===== config.mk =====
export PLATFORM = sky130hd
export DESIGN_NAME = spr_bg_compositor
export DESIGN_NICKNAME = d
export VERILOG_FILES = /design/src/rtl/spr_comp_pkg.sv /design/src/rtl/spr_front_pick.sv /design/src/rtl/spr_layer_mux.sv /design/src/rtl/spr_bg_compositor.sv
export SDC_FILE = /design/constraint.sdc
export NUM_CORES = 1
export LEC_CHECK = 0
export ABC_AREA = 1
export BUFFER_PORTS_ARGS = -buffer_cell sky130_fd_sc_hd__buf_2
export CAP_MARGIN = 40
export CORE_MARGIN = 5
export CORE_UTILIZATION = 34
export DETAILED_ROUTE_END_ITERATION = 10
export GPL_ROUTABILITY_DRIVEN = 0
export PLACE_DENSITY_LB_ADDON = 0.1
export SLEW_MARGIN = 40
export SYNTH_ARGS = -nofsm -noshare
export SYNTH_HDL_FRONTEND = slang
export SYNTH_SLANG_ARGS = --single-unit

===== constraint.sdc =====
create_clock -name clk -period 1.44 [get_ports clk]
set_clock_uncertainty 0.05 [all_clocks]
set_input_delay 0.432 -clock clk [delete_from_list [all_inputs] [get_ports clk]]
set_output_delay 0.432 -clock clk [all_outputs]
set_load 0.05 [all_outputs]

===== src/rtl/spr_comp_pkg.sv =====
package spr_comp_pkg;
  typedef enum logic [1:0] {
    SRC_FILL   = 2'd0,
    SRC_BGFG   = 2'd1,
    SRC_SPRITE = 2'd2
  } layer_src_e;
endpackage


===== src/rtl/spr_front_pick.sv =====
module spr_front_pick #(
  parameter int NSPR = 8,
  parameter int CW   = 4
) (
  input  logic [NSPR-1:0]    spr_on,
  input  logic [NSPR*CW-1:0] spr_color,
  input  logic [NSPR-1:0]    spr_behind,
  output logic               hit,
  output logic [CW-1:0]      front_color,
  output logic               front_behind
);
  logic [CW-1:0] col_arr [NSPR];

  genvar g;
  generate
    for (g = 0; g < NSPR; g++) begin : g_unpack
      assign col_arr[g] = spr_color[g*CW +: CW];
    end
  endgenerate

  // Walk from the back of the stack forward, so the lowest index present wins.
  always_comb begin
    hit          = 1'b0;
    front_color  = '0;
    front_behind = 1'b0;
    for (int i = NSPR-1; i >= 0; i--) begin
      if (spr_on[i]) begin
        hit          = 1'b1;
        front_color  = col_arr[i];
        front_behind = spr_behind[i];
      end
    end
  end
endmodule


===== src/rtl/spr_layer_mux.sv =====
module spr_layer_mux
  import spr_comp_pkg::*;
#(
  parameter int CW = 4
) (
  input  logic          hit,
  input  logic [CW-1:0] front_color,
  input  logic          front_behind,
  input  logic          bg_fg_on,
  input  logic [CW-1:0] bg_fg_color,
  input  logic [CW-1:0] bg_fill_color,
  output logic [CW-1:0] pix_color
);
  layer_src_e src;

  always_comb begin
    if (hit && (!front_behind || !bg_fg_on)) src = SRC_SPRITE;
    else if (bg_fg_on)                      src = SRC_BGFG;
    else                                    src = SRC_FILL;
  end

  always_comb begin
    unique case (src)
      SRC_SPRITE: pix_color = front_color;
      SRC_BGFG:   pix_color = bg_fg_color;
      default:    pix_color = bg_fill_color;
    endcase
  end
endmodule


===== src/rtl/spr_bg_compositor.sv =====
module spr_bg_compositor #(
  parameter int NSPR = 8,
  parameter int CW   = 4
) (
  input  logic               clk,
  input  logic               rst,
  input  logic               in_valid,
  input  logic [NSPR-1:0]    spr_on,
  input  logic [NSPR*CW-1:0] spr_color,
  input  logic [NSPR-1:0]    spr_behind,
  input  logic               bg_fg_on,
  input  logic [CW-1:0]      bg_fg_color,
  input  logic [CW-1:0]      bg_fill_color,
  output logic               out_valid,
  output logic [CW-1:0]      out_color
);
  localparam int SPR_BUS_W = NSPR * CW;

  logic          hit;
  logic [CW-1:0] front_color;
  logic          front_behind;
  logic [CW-1:0] pix_color;

  spr_front_pick #(.NSPR(NSPR), .CW(CW)) u_pick (
    .spr_on       (spr_on),
    .spr_color    (spr_color[SPR_BUS_W-1:0]),
    .spr_behind   (spr_behind),
    .hit          (hit),
    .front_color  (front_color),
    .front_behind (front_behind)
  );

  spr_layer_mux #(.CW(CW)) u_mux (
    .hit           (hit),
    .front_color   (front_color),
    .front_behind  (front_behind),
    .bg_fg_on      (bg_fg_on),
    .bg_fg_color   (bg_fg_color),
    .bg_fill_color (bg_fill_color),
    .pix_color     (pix_color)
  );

  always_ff @(posedge clk) begin
    if (rst) begin
      out_valid <= 1'b0;
      out_color <= '0;
    end else begin
      out_valid <= in_valid;
      if (in_valid) out_color <= pix_color;
    end
  end


  valid_follow_chk: assert property (@(posedge clk) disable iff (rst)
    in_valid |=> out_valid);


  valid_drop_chk: assert property (@(posedge clk) disable iff (rst)
    !in_valid |=> !out_valid);


  hold_color_chk: assert property (@(posedge clk) disable iff (rst)
    !in_valid |=> $stable(out_color));


  fill_when_empty_chk: assert property (@(posedge clk) disable iff (rst)
    (in_valid && spr_on == '0 && !bg_fg_on) |=> out_color == $past(bg_fill_color));


  front_sprite_wins_chk: assert property (@(posedge clk) disable iff (rst)
    (in_valid && spr_on[0] && !spr_behind[0]) |=> out_color == $past(spr_color[CW-1:0]));


  behind_shows_bg_chk: assert property (@(posedge clk) disable iff (rst)
    (in_valid && spr_on[0] && spr_behind[0] && bg_fg_on) |=> out_color == $past(bg_fg_color));
endmodule


==> results by group, run 1 <==
Timing
  – Worst slew slack as a fraction of its limit: between 80 and 90%
  – Number of hold violations in the final report: 0
  – Maximum frequency from static timing analysis: ~720 MHz
  – Period minus WS final: about 1.4 ns
  – Setup repair after global routing missed its margin: yes
  – Final setup viols: 0
  – Transition time of the tightest slew-check pin: approximately 0.27 ns
  – Period utilisation layout: a little over nine tenths
  – Number of slew-limit violations in the final report: 0

Die
  – Die X: approximately 57 microns
  – Die boundary height: ~57 microns
  – Count of pins on the block boundary: 65
  – Area enclosed by the die boundary: around 3200 sq um
  – Core outline area: between 2000 and 2500 sq um
  – Number of placement rows: 17
  – Initial core utilization: approximately a third

Worst hold path
  – Worst hold-check path type: in -> reg
  – Launch point of the worst hold path: rst

Clock network
  – H-tree depth: 1
  – Later-pin clock latency in the skew report: approximately 0.23 ns
  – Deepest clock path buffer count: 2
  – Number of buffers added by the clock tree synthesis step: 3
  – Count of hold-fix buffers inserted at cts: 0
  – Clock sink total: 5
  – Buffer cell driving the clock tree root: sky130_fd_sc_hd__clkbuf_4
  – Post-CTS clock slew at the launch and capture registers of the worst setup and hold paths: 0.04 ns
  – Clock tree from TritonCTS: built

Power and ir drop
  – Fraction of power consumed by sequential logic: 22.7%
  – Fraction of power consumed by combinational cells: a little over half
  – Switching pwr: about 0.00024 W
  – Internal: 0.0004251 W
  – Total leakage power: around 0.8 nW
  – Switching portion of total power: between 30 and 40%
  – Total design power: between 0.0006 and 0.0007 W
  – Power density over the cells: ~500 nW/um^2
  – IR drop worst, VDD: between 0.3 and 0.4 mV
  – Power share of the clock group: between 20% and 30%

Detailed routing
  – Detailed-route via count: 1170
  – Detailed Route Iter0 Violations: 22
  – Number of DRC violations after detailed routing: 0
  – Met1 layer wirelength in the final routing: roughly 1.0 mm
  – Met3 WL: about 210 microns
  – Number of routed nets with antenna violations: 0
  – Top Metal Used: met3
  – Total routed wirelength: 2.601 mm
  – Wire per inst: 10.28 microns
  – Vias/cell: ~4.6
  – Number of optimization iterations in the first detailed-route pass: 4
  – Amount of wire on met2 after detailed routing: about 1.4 mm

Layout
  – Utilization after layout: 63.77%
  – Nets: 286
  – Commonest non-fill, non-tap cell in the layout: sky130_fd_sc_hd__buf_2
  – Layout cell share with drive strength beyond 1: slightly above 50%
  – Number of antenna diodes: 0
  – Commonest cells after routing, fill and taps aside: 59 x sky130_fd_sc_hd__buf_2, 53 x sky130_fd_sc_hd__nand2_1, 17 x sky130_fd_sc_hd__buf_4
  – Layout overhead on the synthesized area: 82.80%
  – Filler instances: ~220

Synthesis
  – Number of synthesized register bits: 5
  – Post-Synthesis Cells: about 140
  – Yosys warns: 0
  – Per-instance average area after synthesis: approximately 5.3 sq um
  – Summed instance area of the synthesized netlist: ~750 sq um
  – Nets in the synthesized netlist: between 200 and 250
  – Sequential fraction of the synthesis area: about an eighth
  – Library cells used by synthesis: 19

Critical path
  – CP startpoint kind: input port
  – Endpoint kind of the worst setup timing path: flop
  – Setup crit start: spr_on[6]
  – Data arrival time of the worst path: about 1.5 ns
  – Crit-path max FO: 6
  – Critical setup path kind: in -> reg
  – Worst endpoint required time: approximately 1.6 ns
  – Source of the worst register-to-register timing path: out_color[3]$_SDFFE_PP0P_

GRT
  – Initial antenna violation count: 0
  – Vias in the first global route: 1084
  – Grt ovf: 0
  – Overall global routing resource usage: 14.56%
  – First-pass GRT wire length: 4.008 mm
  – Pin count of the biggest net entering global routing: 10

Status
  – Result of the run: completed

Placed design
  – Quantity of I/O buffers inserted on ports: 64
  – DP Wirelength: 2.186 mm

Flow run
  – Maximum Capacitance Violations: 0
## layer usage
layer	track usage [%]	vias up
met5	0	-
met4	2.980	0
li1	-	628
met2	27.24	41
met1	16.85	501
met3	3.167	0
## worst paths after layout
path / endpoint / slack, ns / depth (start not counted)
worst max register to register: out_color[3]$_SDFFE_PP0P_ / 0.80 / 2
worst min-delay path: out_color[2]$_SDFFE_PP0P_ / 0.37 / 2
worst max-delay path: out_color[3]$_SDFFE_PP0P_ / 0.04 / 14
worst min register to register: out_color[0]$_SDFFE_PP0P_ / 0.41 / 2
## worst max-delay path, stage by stage
cell and delay [ns]:
sky130_fd_sc_hd__buf_8 0.11, sky130_fd_sc_hd__nand2_1 0.08, sky130_fd_sc_hd__nand3_2 0.08, sky130_fd_sc_hd__nand2_2 0.06
sky130_fd_sc_hd__nand2_1 0.05, sky130_fd_sc_hd__nand2_1 0.07, sky130_fd_sc_hd__nand2_2 0.06, sky130_fd_sc_hd__nand2_2 0.07
sky130_fd_sc_hd__nand2_4 0.07, sky130_fd_sc_hd__nand2_4 0.10, sky130_fd_sc_hd__nand3_2 0.07, sky130_fd_sc_hd__nand3_2 0.06
sky130_fd_sc_hd__nand2_1 0.06, sky130_fd_sc_hd__a21oi_1 0.14
## sequential cells by signal (all words and copies together) (netlist names)
name / count
out_color: 4
out_valid: 1
## power by group through the flow
stage	clock network (W)	logic, W	registers [W]
finish	0.000154	0.000363	0.000152
global route	0.000176	0.000401	0.000153
CTS	0.000160	0.000323	0.000152
detailed placement	0	0.000318	0.000154
global placement	0	0.000313	0.000154
floorplan	0	0.000142	0.000186
## Yosys cell counts (all sizes together)
cell type  number  area, sq um
a21oi           6        30.03
buf             2        18.77
clkinv          1        3.750
dfxtp           5        100.1
inv            16        60.06
nand2          61        254.0
nand3          24        120.1
nand3b          1        7.510
nand4           4        25.02
nor2           14        76.32
nor3            1        10.01
o22ai           5        31.28
or2             2        12.51
## cell type report
| cell class | instances | area (sq um) | share of cell area, % |
|---|---|---|---|
| clock buffer | 4 | 26.28 | 1.918 |
| multi-input combinational | 118 | 650.6 | 47.49 |
| tap | 28 | 35.03 | 2.557 |
| sequential | 5 | 100.1 | 7.306 |
| timing repair buffer | 81 | 486.7 | 35.53 |
| inverter | 17 | 71.32 | 5.205 |
## logic make-up (layout without fill, tap and decap cells)
group,count (synthesis),count (layout),share of synthesized area [%]
simple gates,107,107,67.45
buf+inv,19,102,11.02
compound gates,11,11,8.180
flops,5,5,13.36
## through the flow
step	worst slack (ns)	cells	TNS (ns)	hold WS, ns	area [sq um]
floorplan	0.01569	142	0	0.4511	758.2
global placement	-0.2062	245	-0.8097	0.4008	1192
detailed placement	-0.2381	245	-0.9098	0.4069	1192
CTS	0.01444	249	0	0.3653	1226
global route	-0.04618	253	-0.07564	0.3544	1370
finish	0.04203	253	0	0.3712	1370
## timing repair
action / 4_1_cts / 5_1_grt
resized for setup: 3 / 30
setup buffers: 0 / 4
pin swaps: 1 / 15
endpoints found under the setup margin: 1 / 4
No activity file was read; power rests on OpenSTA's default activity.
==> run 2: changes to the inputs <==
- CORE_UTILIZATION: 34 -> 37
- clock period: 1.44 -> 1.5 ns (I/O delays scaled with it)
==> results by group, run 2 (synthesis gave the netlist of run 1 again) <==
Critical path
  – Reg2Reg Setup Slack: roughly 0.87 ns
  – Source of the worst register-to-register timing path: out_color[3]$_SDFFE_PP0P_
  – Max stage delay cell, worst path: sky130_fd_sc_hd__buf_4
  – Worst endpoint required time: 1.58 ns
  – CP startpoint kind: input port
  – Crit-path max FO: 6
  – Most used cell along the critical path: sky130_fd_sc_hd__nand2_1
  – Endpoint kind of the worst setup timing path: flop
  – Critical path capture point: out_color[0]$_SDFFE_PP0P_
  – Setup crit start: spr_on[6]
  – Maximum single-stage delay on the critical path: between 0.1 and 0.15 ns
  – Critical setup path kind: in -> reg
  – Data arrival time of the worst path: ~1.5 ns
  – Cells along the critical path: buf_4 > inv_4 > nand2_1 > nand3_1 > nand2_1 > nand2_1 > nand2_1 > nand2_2 > nand2_2 > nand2_4 > nand2_4 > nand3_1 > nand3_1 > nand2_1 > a21oi_1
  – Capturing point of the worst reg2reg path: out_color[3]$_SDFFE_PP0P_
  – Worst reg-to-reg path cell count: 2

Placed design
  – Post-Place Worst Slack: -0.1717 ns
  – Placed standard-cell area: 1175 sq um
  – Quantity of I/O buffers inserted on ports: 64
  – DP Wirelength: roughly 2.1 mm

Clock network
  – Clock sink total: 5
  – Clock tree from TritonCTS: built
  – Buffer cell driving the clock tree root: sky130_fd_sc_hd__clkbuf_4
  – Post-CTS clock slew at the launch and capture registers of the worst setup and hold paths: ~0.04 ns
  – Count of hold-fix buffers inserted at cts: 0
  – H-tree depth: 1
  – Later-pin clock latency in the skew report: ~0.24 ns
  – Number of buffers added by the clock tree synthesis step: 3
  – Deepest clock path buffer count: 2

GRT
  – Global routing usage on met1: between 10% and 20%
  – Pin count of the biggest net entering global routing: 10
  – Most used routing layer: met2
  – Vias in the first global route: 1013
  – First-pass GRT wire length: ~3.6 mm
  – Grt ovf: 0
  – Met3 GRT Util: approximately 2.7%
  – GR Layer Usage met2: between 30% and 40%
  – Initial antenna violation count: 0
  – Overall global routing resource usage: 15.94%

Layout
  – Number of antenna diodes: 0
  – Max reg flops: 4
  – Commonest cells after routing, fill and taps aside: 62 x sky130_fd_sc_hd__buf_2, 56 x sky130_fd_sc_hd__nand2_1, 23 x sky130_fd_sc_hd__nand3_1
  – Final design instance area without fill: 1245 sq um
  – Biggest register: out_color
  – Commonest non-fill, non-tap cell in the layout: sky130_fd_sc_hd__buf_2
  – Layout overhead on the synthesized area: 66.11%
  – Largest registers: out_color: 4 flops, out_valid: 1 flops
  – Layout cell share with drive strength beyond 1: roughly 45%
  – Nets: around 280

Power and ir drop
  – Total leakage power: between 0.7 and 0.8 nW
  – Power density over the cells: between 400 and 500 nW/um^2
  – Total design power: around 0.00061 W
  – IR drop worst, VDD: ~0.38 mV

Detailed routing
  – Detailed-route via count: 1122
  – Total routed wirelength: 2.389 mm
  – Vias/cell: 4.506
  – Detailed Route Iter0 Violations: 21
  – Wire per inst: approximately 9.6 microns
  – Number of optimization iterations in the first detailed-route pass: 4
  – Number of routed nets with antenna violations: 0
  – Number of DRC violations after detailed routing: 0

Die
  – Area enclosed by the die boundary: 3026 sq um
  – Die boundary height: between 50 and 60 microns
  – Initial core utilization: around two fifths
  – Core outline area: approximately 1900 sq um
  – Count of pins on the block boundary: 65
  – Number of placement rows: 16
  – Die X: between 50 and 60 microns

Worst hold path
  – Min-Delay Path Depth: 2
  – Worst hold-check path type: in -> reg

Timing
  – Worst slew slack as a fraction of its limit: roughly 78%
  – Number of hold violations in the final report: 0
  – Setup slack of the critical path after layout: between 0.08 and 0.09 ns
  – Final sum of negative setup slack: 0 ns
  – Number of slew-limit violations in the final report: 0
  – Transition time of the tightest slew-check pin: about 0.34 ns
  – Period utilisation layout: 94.63%
  – Final setup viols: 0
  – Worst hold slack: around 0.39 ns
  – Maximum frequency from static timing analysis: between 700 and 800 MHz
  – Setup repair after global routing missed its margin: yes
  – Period minus WS final: 1.419 ns

Status
  – Result of the run: completed

Flow run
  – Maximum Capacitance Violations: 0
run 2: worst max-delay path: cells and delay by family:
kind / cells / cell delay, ns
simple gates: 12 / 0.79
buf+inv: 2 / 0.20
compound gates: 1 / 0.05
run 2: per-stage QoR:
| step | std cells | utilization (%) |
|---|---|---|
| global route | 249 | 64.11 |
| floorplan | 142 | - |
| detailed placement | 243 | 60.50 |
| global placement | 243 | 60.50 |
| finish | 249 | 64.11 |
| CTS | 247 | 61.86 |
run 2: where the power goes:
part	leakage, nW	switching [W]	internal [W]
Combinational	0.688	0.000169	0.000144
Clock	0.0150	0.0000515	0.000100
Sequential	0.0412	0.00000331	0.000142
Total	0.744	0.000223	0.000387
run 2: worst min-delay path by stage:
stage	startpoint	to	slack (ns)
after floorplan	rst	out_color[0]$_SDFFE_PP0P_	0.47
after global placement	out_color[2]$_SDFFE_PP0P_	out_color[2]$_SDFFE_PP0P_	0.40
after detailed placement	out_color[0]$_SDFFE_PP0P_	out_color[0]$_SDFFE_PP0P_	0.40
after CTS	rst	out_color[3]$_SDFFE_PP0P_	0.37
after global routing	rst	out_color[3]$_SDFFE_PP0P_	0.38
final	rst	out_color[2]$_SDFFE_PP0P_	0.39
run 2: what timing repair did:
action / in CTS / in global routing
resized for setup: 0 / 10
setup buffers: 0 / 2
endpoints found under the setup margin: 0 / 4
run 2: area by class of cell:
class	count	area (sq um)
sequential	5	100.1
inverter	17	68.82
clock buffer	4	26.28
fill	221	696.9
timing repair buffer	78	430.4
tap	27	33.78
multi-input combinational	118	585.6
run 2: per-layer routing:
metal	wire length (microns)	vias to the layer above
met5	0	-
met4	0	0
met3	172	0
met2	1243	35
met1	974	469
li1	-	618
==> run 3: changes to the inputs <==
- PLACE_DENSITY_LB_ADDON: 0.1 -> 0.2
- RECOVER_POWER: not set -> 50
==> results by group, run 3 (synthesis gave the netlist of run 1 again) <==
Worst hold path
  – Worst hold-check path type: in -> reg
  – Min-Delay Path Depth: 2

Layout
  – Final design instance area without fill: around 1300 sq um
  – Area taken by multi-input logic gates: ~650 sq um
  – Commonest cells after routing, fill and taps aside: 58 x sky130_fd_sc_hd__buf_2, 49 x sky130_fd_sc_hd__nand2_1, 15 x sky130_fd_sc_hd__nand3_1
  – Flip-flop and latch area: 100.1 sq um
  – Biggest register: out_color
  – Commonest non-fill, non-tap cell in the layout: sky130_fd_sc_hd__buf_2
  – Largest registers: out_color: 4 flops, out_valid: 1 flops
  – Layout overhead on the synthesized area: 78.97%
  – Filler instances: roughly 190
  – Number of antenna diodes: 0
  – Layout cell share with drive strength beyond 1: a little over half
  – Utilization after layout: roughly 69%
  – Nets: around 280
  – Max reg flops: 4

Power and ir drop
  – Internal: 0.0004030 W
  – Fraction of power consumed by combinational cells: 53.7%
  – Power density over the cells: about 480 nW/um^2
  – Fraction of power consumed by sequential logic: between 20% and 30%
  – IR drop worst, VDD: roughly 0.25 mV
  – Switching pwr: approximately 0.00025 W
  – Power share of the clock group: between 20% and 30%
  – Switching portion of total power: about 38%
  – Total leakage power: roughly 0.78 nW
  – Total design power: 0.0006495 W

Detailed routing
  – Number of optimization iterations in the first detailed-route pass: 4
  – Wire per inst: between 10 and 15 microns
  – Vias/cell: approximately 4.8
  – Number of DRC violations after detailed routing: 0
  – Total routed wirelength: around 2.8 mm
  – Detailed Route Iter0 Violations: 13
  – Number of routed nets with antenna violations: 0
  – Detailed-route via count: ~1.2k

Placed design
  – Placed standard-cell area: between 1000 and 1500 sq um
  – DP Wirelength: around 2.2 mm
  – Quantity of I/O buffers inserted on ports: 64

Die
  – Core outline area: just under 2000 sq um
  – Die boundary height: ~55 microns
  – Count of pins on the block boundary: 65
  – Number of placement rows: 16
  – Area enclosed by the die boundary: roughly 3000 sq um
  – Initial core utilization: approximately two fifths
  – Die X: between 50 and 60 microns

Clock network
  – Buffer cell driving the clock tree root: sky130_fd_sc_hd__clkbuf_4
  – Clock tree from TritonCTS: built
  – Later-pin clock latency in the skew report: between 0.2 and 0.25 ns
  – Clock sink total: 5
  – Number of buffers added by the clock tree synthesis step: 3
  – H-tree depth: 1
  – Deepest clock path buffer count: 2
  – Count of hold-fix buffers inserted at cts: 0
  – Post-CTS clock slew at the launch and capture registers of the worst setup and hold paths: roughly 0.050 ns

Timing
  – Transition time of the tightest slew-check pin: approximately 0.34 ns
  – Number of hold violations in the final report: 0
  – Number of slew-limit violations in the final report: 0
  – Period minus WS final: 1.432 ns
  – Final setup viols: 0
  – Period utilisation layout: 95.46%
  – Final sum of negative setup slack: 0 ns
  – Maximum frequency from static timing analysis: ~700 MHz
  – Worst hold slack: between 0.3 and 0.4 ns
  – Worst slew slack as a fraction of its limit: roughly 77%

Critical path
  – Data arrival time of the worst path: ~1.6 ns
  – Gate family responsible for the most delay along the worst path: simple AND/OR/NAND/NOR gates
  – Cells along the critical path: buf_8 > nand2_2 > nand3_2 > nand2_1 > nand2_1 > nand2_1 > nand2_2 > nand2_2 > nand2_4 > nand2_4 > nand3_2 > nand3_2 > nand2_2 > a21oi_2
  – CP startpoint kind: input port
  – Critical setup path kind: in -> reg
  – Endpoint kind of the worst setup timing path: flop
  – Buffer and inverter count on the worst path: 1
  – Crit-path max FO: 6
  – Worst endpoint required time: 1.63 ns
  – Worst reg-to-reg path cell count: 2
  – Max stage delay cell, worst path: sky130_fd_sc_hd__a21oi_2
  – Most used cell along the critical path: sky130_fd_sc_hd__nand2_2
  – Maximum single-stage delay on the critical path: between 0.1 and 0.15 ns
  – Stages on worst setup path: 14

GRT
  – Grt ovf: 0
  – Most used routing layer: met2
  – Global routing usage on met1: roughly 18%
  – Vias in the first global route: ~1.1k
  – GR Layer Usage met2: around 35%
  – First-pass GRT wire length: between 3 and 4 mm
  – Initial antenna violation count: 0
  – Pin count of the biggest net entering global routing: 10
  – Overall global routing resource usage: 16.26%
  – Met3 GRT Util: less than 1%

Flow run
  – Maximum Capacitance Violations: 0

Status
  – Result of the run: completed
==> run 3: metal layers <==
metal  vias to the layer above  wire length (microns)
met3                         2                    162
met4                         0                     15
met2                        37                   1528
met5                         -                      0
li1                        617                      -
met1                       528                   1067
==> run 3: metrics by stage <==
stage	worst slack (ns)	instances
CTS	0.07392	247
detailed placement	-0.1709	243
global placement	-0.1261	243
floorplan	0.01992	142
finish	0.06808	248
global route	-0.02151	248
==> run 3: repair_timing <==
item | CTS | global route
resized for setup | 0 | 40
buffers inserted | 0 | 1
endpoints found under the setup margin | 0 | 4
==> run 3: layout make-up <==
cell class / instances / share of cell area [%]
Clock buffer: 4 / 1.959
Inverter: 17 / 5.690
Multi-Input combinational cell: 118 / 48.51
Sequential cell: 5 / 7.463
Tap cell: 27 / 2.519
Timing Repair Buffer: 77 / 33.86
==> run 3: path summary, 6_finish.rpt <==
path	end	start	slack, ns
setup / recovery	out_color[2]$_SDFFE_PP0P_	spr_on[6]	0.07
hold / removal	out_color[2]$_SDFFE_PP0P_	rst	0.40
setup reg to reg	out_color[1]$_SDFFE_PP0P_	out_color[1]$_SDFFE_PP0P_	0.88
hold reg to reg	out_color[2]$_SDFFE_PP0P_	out_color[2]$_SDFFE_PP0P_	0.42
==> run 3: power by group through the flow <==
stage | Sequential [W] | Clock, W | Combinational [W]
6_report | 0.000146 | 0.000155 | 0.000349
5_1_grt | 0.000146 | 0.000170 | 0.000383
4_1_cts | 0.000146 | 0.000158 | 0.000304
3_5_place_dp | 0.000148 | 0 | 0.000303
3_3_place_gp | 0.000148 | 0 | 0.000295
2_1_floorplan | 0.000179 | 0 | 0.000135
==> run 3: worst reg2reg max path, stage by stage (launching register included) <==
cell	delay [ns]
sky130_fd_sc_hd__dfxtp_1	0.32
sky130_fd_sc_hd__nand2_1	0.07
sky130_fd_sc_hd__a21oi_2	0.12
